==> config.mk <==
export PLATFORM = sky130hd
export DESIGN_NAME = qdr_b4_sram
export DESIGN_NICKNAME = d
export VERILOG_FILES = /design/src/rtl/qdr_b4_sram.sv
export SDC_FILE = /design/constraint.sdc
export NUM_CORES = 2
export LEC_CHECK = 0
export BUFFER_PORTS_ARGS = -buffer_cell sky130_fd_sc_hd__buf_2
export CAP_MARGIN = 10
export CORE_MARGIN = 2
export CORE_UTILIZATION = 56
export DETAILED_ROUTE_END_ITERATION = 10
export GPL_ROUTABILITY_DRIVEN = 0
export PLACE_DENSITY = 0.72
export SETUP_SLACK_MARGIN = 0.3
export SLEW_MARGIN = 20
export SYNTH_ARGS = -nofsm -noshare
export SYNTH_HDL_FRONTEND = slang
export SYNTH_SLANG_ARGS = --single-unit
==> constraint.sdc <==
create_clock -name clk -period 9.5 [get_ports clk]
set_input_delay 2.375 -clock clk [delete_from_list [all_inputs] [get_ports clk]]
set_output_delay 2.375 -clock clk [all_outputs]
set_load 0.05 [all_outputs]
==> src/rtl/qdr_b4_sram.sv <==
`timescale 1ns/1ps
module qdr_b4_sram #(
  parameter int DATA_W = 36,
  parameter int ADDR_W = 4
) (
  input  logic                clk,
  input  logic                rst_n,
  input  logic                rd_n,
  input  logic                wr_n,
  input  logic [ADDR_W-1:0]   addr,
  input  logic [DATA_W-1:0]   wdata,
  input  logic [DATA_W/((DATA_W % 9 == 0) ? 9 : 8)-1:0] bw_n,
  output logic [DATA_W-1:0]   rdata,
  output logic                rvalid
);
  localparam int LANE_W = (DATA_W % 9 == 0) ? 9 : 8;
  localparam int LANES  = DATA_W / LANE_W;
  localparam int WORDS  = 4 << ADDR_W;

  function automatic logic [DATA_W-1:0] merge(input logic [DATA_W-1:0] old_w,
                                              input logic [DATA_W-1:0] new_w,
                                              input logic [LANES-1:0]  keep_n);
    logic [DATA_W-1:0] r;
    for (int l = 0; l < LANES; l++)
      r[l*LANE_W +: LANE_W] = keep_n[l] ? old_w[l*LANE_W +: LANE_W] : new_w[l*LANE_W +: LANE_W];
    return r;
  endfunction

  logic [DATA_W-1:0] mem [WORDS];

  logic [1:0]        wst;
  logic [ADDR_W-1:0] wa;
  logic [DATA_W-1:0] wd0, wd1, wd2, wd3;
  logic [LANES-1:0]  wb0, wb1, wb2, wb3;
  logic              wr_go, commit;

  logic              s1_v, s1_f, s2_v, s2_f, s3_v;
  logic [ADDR_W-1:0] s1_a, s2_a, s3_a;
  logic              rd_go;

  logic [DATA_W-1:0] qr, qf;
  logic              vr, vf;

  assign wr_go  = !wr_n && (wst != 2'd1);
  assign commit = (wst == 2'd2);
  assign rd_go  = !rd_n && !s1_v;

  always_ff @(posedge clk or negedge rst_n)
    if (!rst_n)      wst <= 2'd0;
    else if (wr_go)  wst <= 2'd1;
    else             wst <= (wst == 2'd1) ? 2'd2 : 2'd0;

  always_ff @(posedge clk) begin
    if (wr_go) begin
      wa  <= addr;
      wd0 <= wdata;
      wb0 <= bw_n;
    end
    if (wst == 2'd1) begin
      wd2 <= wdata;
      wb2 <= bw_n;
    end
  end

  always_ff @(negedge clk) begin
    if (wst == 2'd1) begin
      wd1 <= wdata;
      wb1 <= bw_n;
    end
    if (wst == 2'd2) begin
      wd3 <= wdata;
      wb3 <= bw_n;
    end
  end

  always_ff @(posedge clk)
    if (commit) begin
      mem[{wa, 2'd0}] <= merge(mem[{wa, 2'd0}], wd0, wb0);
      mem[{wa, 2'd1}] <= merge(mem[{wa, 2'd1}], wd1, wb1);
      mem[{wa, 2'd2}] <= merge(mem[{wa, 2'd2}], wd2, wb2);
      mem[{wa, 2'd3}] <= merge(mem[{wa, 2'd3}], wd3, wb3);
    end

  always_ff @(posedge clk or negedge rst_n)
    if (!rst_n) begin
      s1_v <= 1'b0; s1_f <= 1'b0; s1_a <= '0;
      s2_v <= 1'b0; s2_f <= 1'b0; s2_a <= '0;
      s3_v <= 1'b0; s3_a <= '0;
    end else begin
      s1_v <= rd_go; s1_f <= wr_go; s1_a <= addr;
      s2_v <= s1_v;  s2_f <= s1_f;  s2_a <= s1_a;
      s3_v <= s2_v;  s3_a <= s2_a;
    end

  always_ff @(negedge clk or negedge rst_n)
    if (!rst_n) begin
      vf <= 1'b0;
      qf <= '0;
    end else if (s2_v) begin
      vf <= 1'b1;
      qf <= merge(mem[{s2_a, 2'd0}], wd0, s2_f ? wb0 : '1);
    end else if (s3_v) begin
      vf <= 1'b1;
      qf <= mem[{s3_a, 2'd2}];
    end else
      vf <= 1'b0;

  always_ff @(posedge clk or negedge rst_n)
    if (!rst_n) begin
      vr <= 1'b0;
      qr <= '0;
    end else if (s2_v) begin
      vr <= 1'b1;
      qr <= merge(mem[{s2_a, 2'd1}], wd1, s2_f ? wb1 : '1);
    end else if (s3_v) begin
      vr <= 1'b1;
      qr <= mem[{s3_a, 2'd3}];
    end else
      vr <= 1'b0;

  assign rdata  = clk ? qr : qf;
  assign rvalid = clk ? vr : vf;
endmodule

======== Word-level counts from Yosys, hierarchy flattened ========
Memories as Yosys holds them, arrays and structs flattened.
Index checks and enable logic that the tools add are counted.
storage, ports and cells
  output and inout bits ................... 37
  ROM bits ................................ 0
  memory bits (writable) .................. 2,304
  memories kept ........................... 1
  word-level logic and storage cells ...... 102
  flip-flop bits (word level) ............. 257
  latch bits .............................. 0
memory list
  memory  depth  width  rd ports  clocked after memory_dff  wr ports  RTL line  text
  mem     64     36     4         0                         4         29        logic [DATA_W-1:0] mem [WORDS];
operators by class
  reduce and logical (&&, ||, !) cells .... 22
  multipliers ............................. 0
  divide/modulo/power cells ............... 0
  eq/ne operators ......................... 19
  order comparisons ....................... 0
  shift operators ......................... 0
  add/subtract/negate cells ............... 0
  bitwise operators ....................... 0
  muxes and demuxes ....................... 38
operators with widths
  cell                                                 count
  2-to-1 mux 9 bit                                     24
  2-to-1 mux 36 bit                                    5
  AND reduction 2 bit                                  16
  != test 1 bit, second input constant                 16
  2-to-1 mux 4 bit                                     2
  2-to-1 mux 1 bit                                     5
  2-to-1 mux 2 bit                                     2
  zero test 1 bit                                      3
  equality test 2 x 1 -> 1 bit, second input constant  1
  equality test 2 bit, second input constant           1
  logical AND 1 bit                                    2
  != test 2 x 1 -> 1 bit, second input constant        1
  nonzero test 2 bit                                   1

======== Longest topological paths before layout ========
  word-level depth ........................ 4
  mapped depth ............................ 8
  gate-level depth less buffers ........... 4

==> results.yml <==
die:
  start_util: 0.562
  ios: 85
  row_count: 154
  fp.dieArea_sq_um: 180000
  chipHeight_um: 424
  die-width_um: 424
  core_area_sq_um: 176000
flow_run:
  cap_viol_max_count: 0
synthesis:
  ys_types: 37
  ys_ff_latch: 2560
  syn-num-nets: 4857
  synthFlopType: "edfxtp_1"
  async_flop_share: 0.0359
  synth.yosys.warnings: 0
  yosys.area.top_type: "edfxtp_1"
  synth.area.top_cells: "edfxtp_1, mux4_2, mux2i_1, mux2_2, dfrtp_1"
  syn_area_sq_um: 98700
  ys_seq_area_frac: 0.774
  synthDominantCellAreaShare: 0.751
  netlist_instances: 4809
  synth_edf_count: 2468
  avgSynthCellArea_sq_um: 20.5
layout:
  syn_to_final_growth_pct: 11.9
  final_core_util: 0.628
  drive_gt1_frac: 0.232
  nets: 5081
  fillers: 11700
sta:
  setup_violations: 0
  max_slew.worst_pin.slew_ns: 1.19
  skew_ns: 0.123
  finalHoldViolCount: 0
  final.setup.tns_ns: 0
  rsz0062_at_grt: "no"
  timing.slew.headroom: 0.207
  maxSlewViolCount: 0
critical_path:
  crit_type: "reg -> out"
  critPathMaxFanout: 2
  startpoint_type: "register"
  endpoint_kind: "primary output"
  reg2reg_slack_ns: 1.58
  crit_arrival_ns: 6.80
  required_ns: 7.13
power:
  p_leak_nw: 35.5
  p_total_w: 0.0254
  powerDensity_nw_per_um2: 230
  ir_worst_vdd_mv: 0.293
routing:
  dr.pass1.iters: 5
  routed_wl_mm: 251
  detail_route.wl_per_cell_um: 32.9
  vias: 49000
  drtIter0Drc: 6484
  antenna_left: 0
  via_per_inst: 6.43
  route.detailed.drc: 0
cts:
  holdBufCountCts: 0
  cts.clk_slew.worst_paths_ns: 0.07
  clock_latency_ns: 1.02
  post_cts_buffers: 0
  cts_tree: "built"
global_routing:
  grt_pass1_wl_mm: 355
  track_usage: 0.281
  grt_overflow_total: 0
  grt_max_degree: 101
  antenna_found_initial: 42
  grt_pass1_vias: 49400
hold_path:
  worstHoldPathType: "reg -> reg"
placement:
  numPortBuffers: 84
  hpwl_mm: 158
status:
  status: "finished, final reports clean"
-- synth_stat cells, types with 8 or more instances --
cell type and number:
mux2_2 160, o2111a_1 65, o31ai_1 37, a22oi_1 35, clkbuf_1 120, edfxtp_1 2468
dfrtp_1 55, buf_1 21, mux2i_1 335, buf_2 94, nor2b_1 63, nor2_2 11
buf_4 19, o22a_1 65, nor2_1 331, dfrtn_1 37, nand2_1 213, a2111oi_0 8
nand2b_1 20, buf_12 9, a211oi_1 40, buf_6 16, a41o_1 28, or2_2 10
o22ai_1 44, mux4_2 429, o21ai_0 37
-- stage by stage --
stage	hold slack, ns	instances	instance area (sq um)	setup slack, ns
detailed placement	0.336	7038	101000	1.56
global route	0.359	7602	110000	0.304
global placement	0.332	7037	101000	1.56
floorplan	0.331	4809	98700	1.49
CTS	0.351	7585	110000	0.302
finish	0.357	7614	110000	0.321
-- worst max-delay path, cell delays in order (launching register included) --
cell     delay [ns]
dfrtn_1        0.42
mux2_2         0.38
buf_2          0.34
-- area by class of cell --
type                            count  area, sq um  area share
Tap cell                         2340         2930      0.0265
Antenna cell                       29         72.6    0.000657
Clock buffer                      348         7110      0.0644
Multi-Input combinational cell   1966        20900       0.189
Clock inverter                    237         1980      0.0179
Timing Repair Buffer              134          998     0.00904
Sequential cell                  2560        76400       0.692
-- report_power, final --
group / switching, W / internal, W / total, W
logic: 0.000597 / 0.000395 / 0.000993
registers: 0.000336 / 0.0126 / 0.0129
clock network: 0.00540 / 0.00612 / 0.0115
total: 0.00633 / 0.0191 / 0.0254
-- worst paths after layout --
check,startpoint,endpoint,cells past startpoint
max in group asynchronous,rst_n,qf[20],1
max,qf[4],rdata[4],2
min reg2reg,s1_a[3],s2_a[3],0
min in group asynchronous,rst_n,qr[31],1
min,s1_a[3],s2_a[3],0
max reg2reg,s3_a[0],qf[25],5
-- cells by family after synthesis --
family	after synthesis	share of synthesized area
flip-flops	2560	0.774
buffers and inverters	283	0.0157
multiplexers	927	0.151
AND/OR/NAND/NOR	661	0.0280
AO/OA/AOI/OAI	378	0.0312
-- placed cells by master, fill, tap and decap left out, drive strengths merged --
cell type	instances
o31ai	37
clkinv	100
a21oi	7
dfrtn	37
and2	1
a22oi	35
edfxtp	2468
o22a	65
nor3	5
diode	29
nor2	342
o2111a	65
mux2i	335
buf	171
a41o	28
or2	10
a31oi	7
a2111oi	13
mux2	160
mux4	432
nand3	6
a211oi	40
nand2b	20
inv	96
nand4	1
clkbuf	311
nor2b	63
nand2	213
bufinv	25
o21ai	37
clkinvlp	16
dfrtp	55
o22ai	44
-- sequential cells by signal, indices dropped and copies added, names as in the netlist, 36 cells and up --
| register | flops |
|---|---|
| qf | 36 |
| wd0 | 36 |
| qr | 36 |
| wd2 | 36 |
| mem | 2304 |
| wd3 | 36 |
| wd1 | 36 |
-- layer usage --
layer	share of wire	vias up	global-route usage
met3	0.11	609	0.0766
li1	-	20100	-
met4	0.061	32	0.165
met5	0.00081	-	0
met2	0.46	2644	0.419
met1	0.37	25600	0.374
-- repair_timing --
action | in CTS | in global routing
endpoints found under the hold margin | 0 | 0
gates resized for setup | 10 | 0
endpoints found under the setup margin | 10 | 0
Power figures use the tool's default switching activity.
